==> src/rtl/pcm_cond_pkg.sv <==
package pcm_cond_pkg;
    localparam int SEG_W  = 3;
    localparam int MANT_W = 4;
    localparam int CODE_W = 1 + SEG_W + MANT_W;

    typedef enum logic [1:0] {
        MODE_PASS = 2'd0,
        MODE_MUTE = 2'd1,
        MODE_PAD  = 2'd2
    } cond_mode_e;

    typedef enum logic {
        ST_IDLE = 1'b0,
        ST_EMIT = 1'b1
    } out_state_e;
endpackage

==> src/rtl/pcm_line_inv.sv <==
module pcm_line_inv #(
    parameter int CODE_W = 8
) (
    input  logic              law_a,
    input  logic [CODE_W-1:0] code_i,
    output logic [CODE_W-1:0] code_o
);
    // A-law toggles the even bits, mu-law toggles every bit
    for (genvar i = 0; i < CODE_W; i++) begin : g_bit
        localparam logic EVEN_BIT = ((i % 2) == 0);
        assign code_o[i] = code_i[i] ^ (~law_a | EVEN_BIT);
    end
endmodule

==> src/rtl/pcm_pad_atten.sv <==
module pcm_pad_atten #(
    parameter int SEG_W     = 3,
    parameter int MANT_W    = 4,
    parameter int PAD_STEPS = 2
) (
    input  logic [SEG_W+MANT_W:0] lin_i,
    output logic [SEG_W+MANT_W:0] lin_o
);
    localparam int CODE_W = 1 + SEG_W + MANT_W;
    localparam int IDX_W  = SEG_W + MANT_W;

    logic              sign;
    logic [SEG_W-1:0]  seg;
    logic [MANT_W-1:0] mant;

    assign sign = lin_i[CODE_W-1];
    assign seg  = lin_i[CODE_W-2 -: SEG_W];
    assign mant = lin_i[MANT_W-1:0];

    if (PAD_STEPS == 0) begin : g_none
        assign lin_o = lin_i;
    end else begin : g_shift
        logic [IDX_W-1:0]  low_idx;
        logic [SEG_W-1:0]  seg_o;
        logic [MANT_W-1:0] mant_o;

        assign low_idx = {seg, mant} >> PAD_STEPS;

        always_comb begin
            if (seg >= SEG_W'(PAD_STEPS)) begin
                seg_o  = seg - SEG_W'(PAD_STEPS);
                mant_o = mant;
            end else begin
                seg_o  = '0;
                mant_o = low_idx[MANT_W-1:0];
            end
        end

        assign lin_o = {sign, seg_o, mant_o};
    end
endmodule

==> src/rtl/pcm_mode_pick.sv <==
module pcm_mode_pick
    import pcm_cond_pkg::*;
(
    input  logic       thru_en,
    input  logic       cond_en,
    input  logic       pad_sel,
    output cond_mode_e mode
);
    always_comb begin
        if (thru_en || !cond_en) begin
            mode = MODE_PASS;
        end else if (pad_sel) begin
            mode = MODE_PAD;
        end else begin
            mode = MODE_MUTE;
        end
    end
endmodule

==> src/rtl/pcm_out_conditioner.sv <==
module pcm_out_conditioner
    import pcm_cond_pkg::*;
#(
    parameter int              PAD_STEPS = 2,
    parameter logic [CODE_W-1:0] IDLE_A  = 8'hD5,
    parameter logic [CODE_W-1:0] IDLE_U  = 8'hFF
) (
    input  logic              clk,
    input  logic              rst_n,
    input  logic              in_valid,
    input  logic [CODE_W-1:0] in_code,
    input  logic              law_a,
    input  logic              pad_sel,
    input  logic              cond_en,
    input  logic              thru_en,
    output logic              out_valid,
    output logic [CODE_W-1:0] out_code
);
    cond_mode_e        mode;
    out_state_e        state_q, state_d;
    logic [CODE_W-1:0] lin_code, lin_att, pad_code, idle_code, next_code;
    logic [CODE_W-1:0] code_q;

    pcm_mode_pick u_pick (
        .thru_en (thru_en),
        .cond_en (cond_en),
        .pad_sel (pad_sel),
        .mode    (mode)
    );

    pcm_line_inv #(.CODE_W(CODE_W)) u_unmask (
        .law_a  (law_a),
        .code_i (in_code),
        .code_o (lin_code)
    );

    pcm_pad_atten #(
        .SEG_W     (SEG_W),
        .MANT_W    (MANT_W),
        .PAD_STEPS (PAD_STEPS)
    ) u_atten (
        .lin_i (lin_code),
        .lin_o (lin_att)
    );

    pcm_line_inv #(.CODE_W(CODE_W)) u_remask (
        .law_a  (law_a),
        .code_i (lin_att),
        .code_o (pad_code)
    );

    assign idle_code = law_a ? IDLE_A : IDLE_U;

    always_comb begin
        next_code = in_code;
        unique case (mode)
            MODE_PASS: next_code = in_code;
            MODE_MUTE: next_code = idle_code;
            MODE_PAD:  next_code = pad_code;
            default:   next_code = in_code;
        endcase
    end

    // state register
    always_ff @(posedge clk) begin
        if (!rst_n) begin
            state_q <= ST_IDLE;
        end else begin
            state_q <= state_d;
        end
    end

    // transitions
    always_comb begin
        state_d = state_q;
        unique case (state_q)
            ST_IDLE: state_d = in_valid ? ST_EMIT : ST_IDLE;
            ST_EMIT: state_d = in_valid ? ST_EMIT : ST_IDLE;
            default: state_d = ST_IDLE;
        endcase
    end

    // data register loads only on accepted words
    always_ff @(posedge clk) begin
        if (!rst_n) begin
            code_q <= '0;
        end else if (in_valid) begin
            code_q <= next_code;
        end
    end

    // outputs
    always_comb begin
        out_valid = (state_q == ST_EMIT);
        out_code  = code_q;
    end
endmodule

==> config.mk <==
export PLATFORM = sky130hd
export DESIGN_NAME = pcm_out_conditioner
export DESIGN_NICKNAME = d
export VERILOG_FILES = /design/src/rtl/pcm_cond_pkg.sv /design/src/rtl/pcm_line_inv.sv /design/src/rtl/pcm_pad_atten.sv /design/src/rtl/pcm_mode_pick.sv /design/src/rtl/pcm_out_conditioner.sv
export SDC_FILE = /design/constraint.sdc
export NUM_CORES = 1
export LEC_CHECK = 0
export BUFFER_PORTS_ARGS = -buffer_cell sky130_fd_sc_hd__buf_2
export CAP_MARGIN = 25
export CORE_UTILIZATION = 45
export CTS_CLUSTER_DIAMETER = 60
export DETAILED_ROUTE_END_ITERATION = 8
export PLACE_DENSITY = 0.76
export SYNTH_ARGS = -nofsm -noshare
export SYNTH_HDL_FRONTEND = slang
export SYNTH_HIERARCHICAL = 1
export SYNTH_SLANG_ARGS = --single-unit
==> constraint.sdc <==
create_clock -name clk -period 3 [get_ports clk]
set_input_delay 0.15 -clock clk [delete_from_list [all_inputs] [get_ports clk]]
set_output_delay 0.15 -clock clk [all_outputs]
set_load 0.02 [all_outputs]
== Yosys cells after proc, flatten, opt, wreduce, memory -nomap -nowiden ==
Cells that the tools add are included.

* Register bits after elaboration: 9
* Bits of input ports: 15
* Output and inout port bits: 9

* $add $sub $neg: 1
* Magnitude comparators: 1
* Equality and inequality tests: 2
* Muxes and demuxes: 7
* Bitwise operators: 17
* Reduce and logical (&&, ||, !) cells: 2

{| class="wikitable"
|+ Operator list
! operator !! count
|-
| 8-bit one-hot mux with 2 select lines || 1
|-
| 1-bit inverter || 9
|-
| 1-bit XOR || 8
|-
| 6-bit 2-to-1 mux || 1
|-
| 2-bit 2-to-1 mux || 2
|-
| 4-bit 2-to-1 mux || 1
|-
| 3-bit by 2-bit greater-or-equal comparator with 1-bit output, second input constant || 1
|-
| 3-bit 2-to-1 mux || 1
|-
| 3-bit by 2-bit subtractor with 3-bit output, second input constant || 1
|-
| 2-bit by 1-bit equality test with 1-bit output, second input constant || 1
|-
| 2-bit equality test, second input constant || 1
|-
| 1-bit logical NOT || 1
|-
| 1-bit logical OR || 1
|-
| 1-bit 2-to-1 mux || 1
|}

== Depth between registers and ports, before layout ==
Gate-level depths: netlist of run 1.

* Word-level depth: 6
* Mapped depth: 10
* Depth with buffers taken out: 9

== Cells and area by module ==
The synthesis of run 1 kept the hierarchy.

{| class="wikitable"
|+ By module, submodules not included
! module !! instances !! cells each !! area each (um^2) !! sequential area each (um^2)
|-
| pcm_out_conditioner || 1 || 53 || 474.2 || 180.2
|-
| pcm_line_inv || 2 || 9 || 61.3 || 0.0
|-
| pcm_pad_atten || 1 || 16 || 118.9 || 0.0
|-
| pcm_mode_pick || 1 || 2 || 21.3 || 0.0
|}

== Worst setup path after synthesis of run 1 ==
OpenSTA, ideal clock, no wires.

* Path type: input-to-reg
* Start point: input law_a
* End point: register code_q[1] (netlist: out_code[1])
* Setup time: 118 ps
* Arrival: 1751 ps
* Required time: 2882 ps
* Setup slack: 1131 ps
* Stages on the path: 10
* Path buffers: 1
* Path through: buf_6 > xnor2_1 > inv_1 > ha_1 > o21ai_2 > mux2_2 > xnor2_1 > nand2_1 > nand3_1 > o2111a_1

* Cells in the longest elaborated chain, start to end: 6
* Elaborated cells on any way between the ends: 9
* Those cells by class: 1 x order compare; 3 x mux; 5 x bitwise

{| class="wikitable"
|+ Ends and longest elaborated chain
! item !! line !! RTL
|-
| from (decl) || pcm_out_conditioner.sv:12 || <nowiki>input logic law_a,</nowiki>
|-
| 1-bit inverter || pcm_line_inv.sv:11 || <nowiki>assign code_o[i] = code_i[i] ^ (~law_a | EVEN_BIT);</nowiki>
|-
| 1-bit XOR || pcm_line_inv.sv:11 ||
|-
| net lin_code[5] || pcm_out_conditioner.sv:21 || <nowiki>logic [CODE_W-1:0] lin_code, lin_att, pad_code, idle_code, next_code;</nowiki>
|-
| 3-bit by 2-bit greater-or-equal comparator with 1-bit output || pcm_pad_atten.sv:30 || <nowiki>if (seg >= SEG_W'(PAD_STEPS)) begin</nowiki>
|-
| 4-bit 2-to-1 mux || pcm_pad_atten.sv:30 ||
|-
| net lin_att[1] || pcm_out_conditioner.sv:21 ||
|-
| 1-bit XOR || pcm_line_inv.sv:11 ||
|-
| net pad_code[1] || pcm_out_conditioner.sv:21 ||
|-
| 8-bit one-hot mux with 2 select lines || pcm_out_conditioner.sv:56 || <nowiki>unique case (mode)</nowiki>
|-
| to (signal assigned) || pcm_out_conditioner.sv:88 || <nowiki>code_q <= next_code;</nowiki>
|-
| to (decl) || pcm_out_conditioner.sv:22 || <nowiki>logic [CODE_W-1:0] code_q;</nowiki>
|}

The timed path passes the listed nets, and every way through them passes these cells.
A chain may end at the register's enable or synchronous reset.

== Worst setup path in the final report of run 1 ==
Ends and elaborated chain as after synthesis.

==> results of run 1 <==
[worst max-delay path by stage]
stage	start	to	slack, ns	cells after the start
floorplan	law_a	out_code[1]	1.13	10
global placement	law_a	out_code[1]	0.98	10
detailed placement	law_a	out_code[1]	0.89	10
CTS	law_a	out_code[1]	1.16	10
global route	law_a	out_code[1]	0.97	10
finish	law_a	out_code[1]	1.15	10
[cells in the mapped netlist, types with 2 or more instances]
cell type / instances
inv_1: 14
nand3_1: 3
mux2_2: 2
nand2_1: 4
dfxtp_1: 9
ha_1: 3
nand3b_1: 8
xnor2_1: 8
o2111a_1: 3
o21ai_1: 5
nor2b_1: 2
buf_6: 3
o21ai_0: 6
a211oi_1: 5
buf_4: 2
[cell families (layout without fill, tap and decap cells)]
kind of cell	after synthesis	after routing
xor+xnor	8	8
simple gates	24	24
mux	2	2
flops	9	9
fa+ha+maj	3	3
compound gates	22	22
buf+inv	21	41
[power by group]
part	internal [uW]	total, uW	leakage (uW)	switching (uW)
registers	129	133	0.0000745	3.63
logic	48.2	106	0.000302	58.2
clock network	51.2	92.8	0.0000150	41.6
[critical path, delay by kind of cell]
kind	cells	cell delay, ns
multiplexers	1	0.36
AO/OA/AOI/OAI	2	0.29
adder cells (fa/ha/maj)	1	0.29
buffers and inverters	2	0.29
XOR/XNOR	2	0.52
AND/OR/NAND/NOR	2	0.16
[stage by stage]
step	worst slack, ns	total power [uW]	area [um^2]	instances	util (%)
after floorplan	1.13	220	737	89	-
after global placement	0.978	240	813	121	53.4
after detailed placement	0.886	243	813	121	53.4
after CTS	1.16	338	840	125	55.1
after global routing	0.966	352	840	125	55.1
final	1.15	332	840	125	55.1
[area by class of cell]
| class | count | area share [%] |
|---|---|---|
| Sequential cell | 9 | 21.5 |
| Tap cell | 16 | 2.38 |
| Timing Repair Buffer | 23 | 13.7 |
| Inverter | 14 | 6.26 |
| Multi-Input combinational cell | 59 | 53.1 |
| Clock buffer | 4 | 3.13 |
[sequential cells by signal (all words and copies together) (netlist names)]
name,count
out_valid,1
out_code,8
[placed cells by master (no fill, tap or decap), drive strengths merged]
cell,netlist,routed
mux2,2,2
inv,14,14
nand3b,8,8
buf,6,23
nand2b,2,2
a22oi,1,1
nor2,1,1
dfxtp,9,9
and2,1,1
ha,3,3
nand2,4,4
and2b,1,1
a211oi,5,5
xnor2,8,8
nand3,3,3
o2111a,3,3
nor2b,2,2
nor3b,1,1
clkbuf,1,4
o21ai,12,12
and3b,1,1
a22o,1,1
[routing by layer]
layer | vias up | GRT usage, % | wire [um]
met5 | - | 0 | 0
met4 | 0 | 9.38 | 14
met3 | 2 | 3.02 | 67
met2 | 20 | 24.9 | 595
met1 | 268 | 22.0 | 694
li1 | 342 | - | -
==> flow_summary.yaml, run 1 <==
status:
  status: "completed"
synth:
  yosysSeqAreaShare_pct: 24.4
  postSynth.asyncResetShare_pct: 0
  synth-simple-area-share_pct: 22.2
  synth_compound_area_share_pct: 20.5
  avgSynthCellArea_um2: 8.28
  synth_edf_count: 0
  synth_top_area_share_pct: 24.4
  synth_mux_area_share_pct: 3.06
  synth_ff_type: "dfxtp_1"
  synth_fa_ha_area_share_pct: 5.09
  netlist_area_um2: 737
  synth_cells: 89
  yosysWarnings: 6
  syn_nets: 107
  synth_xor_area_share_pct: 9.51
  ys_seq_elements: 9
  synth_top_area_cell: "dfxtp_1"
  synthTopCellsByArea: "dfxtp_1 24%, xnor2_1 9.5%, nand3b_1 8.1%"
  ys_types: 27
  synth_top_family_by_area: "simple AND/OR/NAND/NOR gates"
worst_setup_path:
  crit_path_start_kind: "primary input"
  crit_type: "in2reg"
  critical_path.slowest_cell: "xnor2_1"
  cp_max_fo: 9
  critPathMaxStageDelay_ns: 0.38
  r2r_start: "out_code[3]"
  r2r_end: "out_code[3]"
  r2r_cells: 1
  worst_setup_path_end_kind: "register"
  critical_path_required_ns: 3.20
  path_cells: "buf_2 -> xnor2_1 -> inv_1 -> ha_1 -> o21ai_2 -> mux2_2 -> xnor2_1 -> nand2_1 -> nand3_1 -> o2111a_1"
  cp.arrival_ns: 2.06
  crit_top_cell: "xnor2_1"
  r2r_setup_slack_ns: 2.36
floorplanning:
  row_count: 14
  pin_count: 24
  die_y_um: 42.5
  start_util_pct: 48.4
  die_w_um: 42.5
  core_area_um2: 1520
  dieArea_um2: 1800
hold_path:
  hold_start: "in_code[4]"
  hold_depth: 3
  hp-class: "in2reg"
  whs_endpoint: "out_code[4]"
route:
  ant_nets: 0
  drt_pass1_iterations: 3
  viasPerCell: 5.06
  vias: 632
  dr.first_iter.drc_count: 8
  wl_per_cell_um: 11.0
  route.detailed.drc: 0
  wl_um: 1370
power:
  power.leakage_uw: 0.000391
  irDropWorstVdd_v: 0.000216
  power_density_nw_per_um2: 395
clocking:
  cts-hold-fix-buffers: 0
  htree_levels: 1
  clkSinkCount: 9
  clk_pin_slew_worst_paths_ns: 0.06
  numCtsBuffers: 3
  cts_tree: "yes"
  root_buffer: "clkbuf_4"
  clockBufferDepth: 2
  clk_latency_ns: 0.26
  cts_setup_buffers: 0
  cts.repair.resized: 0
grt:
  grt_overflow: 0
  track_usage_pct: 16.6
  antenna_found_initial: 0
  grt_max_degree: 14
  grt_pass1_wl_um: 2250
  grt_pass1_vias: 535
placement:
  hpwl_um: 1130
  gp_congestion: 0.814
  port_buffers: 23
sta:
  timing.max_slew.rel_slack_pct: 73.8
  fin_crit_sh_pct: 61.8
  rsz0062_at_grt: "no"
  max_freq_mhz: 539
  finalMaxSlewViolations: 0
  setup_tns_ns: 0
  worst_pin_slew_ns: 0.391
  setup_viol: 0
  finClkSkew_ns: 0
  fin_crit_ns: 1.85
  holdWs_ns: 0.181
  hold_viol: 0
cells_and_area:
  syn2layout_area_growth_pct: 13.9
  drive_above_1_share_pct: 29.4
  n_antenna_cell: 0
  seq_area_um2: 180
  multi_input_area_um2: 445
  fill_cells: 144
  num-nets-final: 128
job:
  drv_cap: 0
(Power assumes the default switching activity.)
==> inputs of run 2 (changes only) <==
--- a/config.mk
+++ b/config.mk
@@ -7,10 +7,10 @@
 export LEC_CHECK = 0
 export BUFFER_PORTS_ARGS = -buffer_cell sky130_fd_sc_hd__buf_2
 export CAP_MARGIN = 25
-export CORE_UTILIZATION = 45
+export CORE_UTILIZATION = 44
 export CTS_CLUSTER_DIAMETER = 60
 export DETAILED_ROUTE_END_ITERATION = 8
-export PLACE_DENSITY = 0.76
+export PLACE_DENSITY = 0.78
 export SYNTH_ARGS = -nofsm -noshare
 export SYNTH_HDL_FRONTEND = slang
 export SYNTH_HIERARCHICAL = 1
==> constraint.sdc (replaced) <==
create_clock -name clk -period 1.7 [get_ports clk]
set_input_delay 0.085 -clock clk [delete_from_list [all_inputs] [get_ports clk]]
set_output_delay 0.085 -clock clk [all_outputs]
set_load 0.02 [all_outputs]
==> run 2 against run 1 <==
Effect of this change: largest cell class unchanged; die area rose by 2.2%; clock power up 84%; largest power group unchanged; worst hold slack got worse by 0.075 ns; critical endpoint unchanged; register-to-register slack worse by 1.3 ns; sequential cell count did not move; combinational power increased by 92%.
==> flow_summary.yaml, run 2 (synthesis results as in run 1) <==
worst_setup_path:
  r2r_cells: 1
  cp_max_fo: 3
  crit_path_start_kind: "primary input"
  crit_type: "in2reg"
  critical_path_required_ns: 1.91
  worst_setup_path_end_kind: "register"
  cp.arrival_ns: 1.61
  r2r_setup_slack_ns: 1.05
clocking:
  clk_pin_slew_worst_paths_ns: 0.06
  root_buffer: "clkbuf_4"
  cts_tree: "yes"
  cts-hold-fix-buffers: 0
  clockBufferDepth: 2
  cts.repair.resized: 0
  clkSinkCount: 9
  clk_latency_ns: 0.26
  numCtsBuffers: 3
  cts_setup_buffers: 0
  htree_levels: 1
sta:
  rsz0062_at_grt: "no"
  hold_viol: 0
  worst_pin_slew_ns: 0.319
  fin_crit_sh_pct: 82.3
  finClkSkew_ns: 0
  setup_tns_ns: 0
  finalMaxSlewViolations: 0
  timing.max_slew.rel_slack_pct: 78.8
  holdWs_ns: 0.106
  max_freq_mhz: 715
  setup_viol: 0
  fin_crit_ns: 1.40
cells_and_area:
  syn2layout_area_growth_pct: 19.5
  fill_cells: 167
  fin_cells: 128
  design_area_um2: 881
  n_antenna_cell: 0
  largest_reg_flops: 8
  drive_above_1_share_pct: 32.1
  layout_commonest_cell: "buf_2"
  final_cell_mix: "23 x buf_2, 14 x inv_1, 9 x dfxtp_1"
  num-nets-final: 131
placement:
  hpwl_um: 1170
  postPlaceCellArea_um2: 855
  place_inst: 124
  port_buffers: 23
  gp_congestion: 0.838
power:
  irDropWorstVdd_v: 0.000351
  power.leakage_uw: 0.000413
  power_density_nw_per_um2: 692
job:
  drv_cap: 0
floorplanning:
  core_area_um2: 1540
  row_count: 14
  die_y_um: 42.9
  dieArea_um2: 1840
  pin_count: 24
  die_w_um: 42.9
  start_util_pct: 47.8
grt:
  grt_pass1_vias: 568
  grt_max_degree: 14
  antenna_found_initial: 0
  track_usage_pct: 17.4
  grt_pass1_wl_um: 2370
  grt_overflow: 0
route:
  wl_per_cell_um: 11.4
  wl_um: 1460
  drt_pass1_iterations: 4
  vias: 661
  ant_nets: 0
  dr.first_iter.drc_count: 10
  viasPerCell: 5.16
  route.detailed.drc: 0
status:
  status: "completed"
hold_path:
  hp-class: "in2reg"
  hold_depth: 3
run 2: cell types whose count changed in the layout (fill, tap and decap cells not counted), sizes merged:
| cell | delta |
|---|---|
| buf | +3 |
run 2: layout make-up:
| cell class | instances | area, um^2 | area share, % |
|---|---|---|---|
| multi-input combinational | 59 | 464 | 52.7 |
| sequential | 9 | 180 | 20.5 |
| timing repair buffer | 26 | 138 | 15.6 |
| inverter | 14 | 52.6 | 5.97 |
| clock buffer | 4 | 26.3 | 2.98 |
| tap | 16 | 20.0 | 2.27 |
run 2: metal layers:
layer  share of wire [%]  GRT usage, %  up-vias
met5                   0             0        -
met4                 2.4          14.4        0
met3                 5.5          2.13        6
met2                  46          28.2       25
met1                  46          20.2      285
li1                    -             -      345
run 2: worst max-delay path, stage by stage:
cell	delay (ns)
buf_2	0.13
xnor2_4	0.16
inv_1	0.08
ha_1	0.23
o21ai_2	0.09
mux2_2	0.37
xnor2_1	0.13
nand2_1	0.06
nand3_1	0.09
o2111a_1	0.17
run 2: worst paths after layout:
path	startpoint	end
max	law_a	out_code[1]
min	in_code[6]	out_code[6]
max reg2reg	out_code[3]	out_code[3]
min reg2reg	out_code[7]	out_code[7]
run 2: metrics by stage:
stage	power, uW	worst slack, ns	util (%)
detailed placement	444	0.0122	55.4
CTS	615	0.292	57.1
global placement	436	0.110	55.4
global route	645	0.198	57.1
finish	610	0.301	57.1
floorplan	393	0.0434	-
run 2: where the power goes:
part           internal, uW  switching [uW]
sequential              227            6.79
combinational          95.9             108
clock                  90.8            80.5
total                   414             196
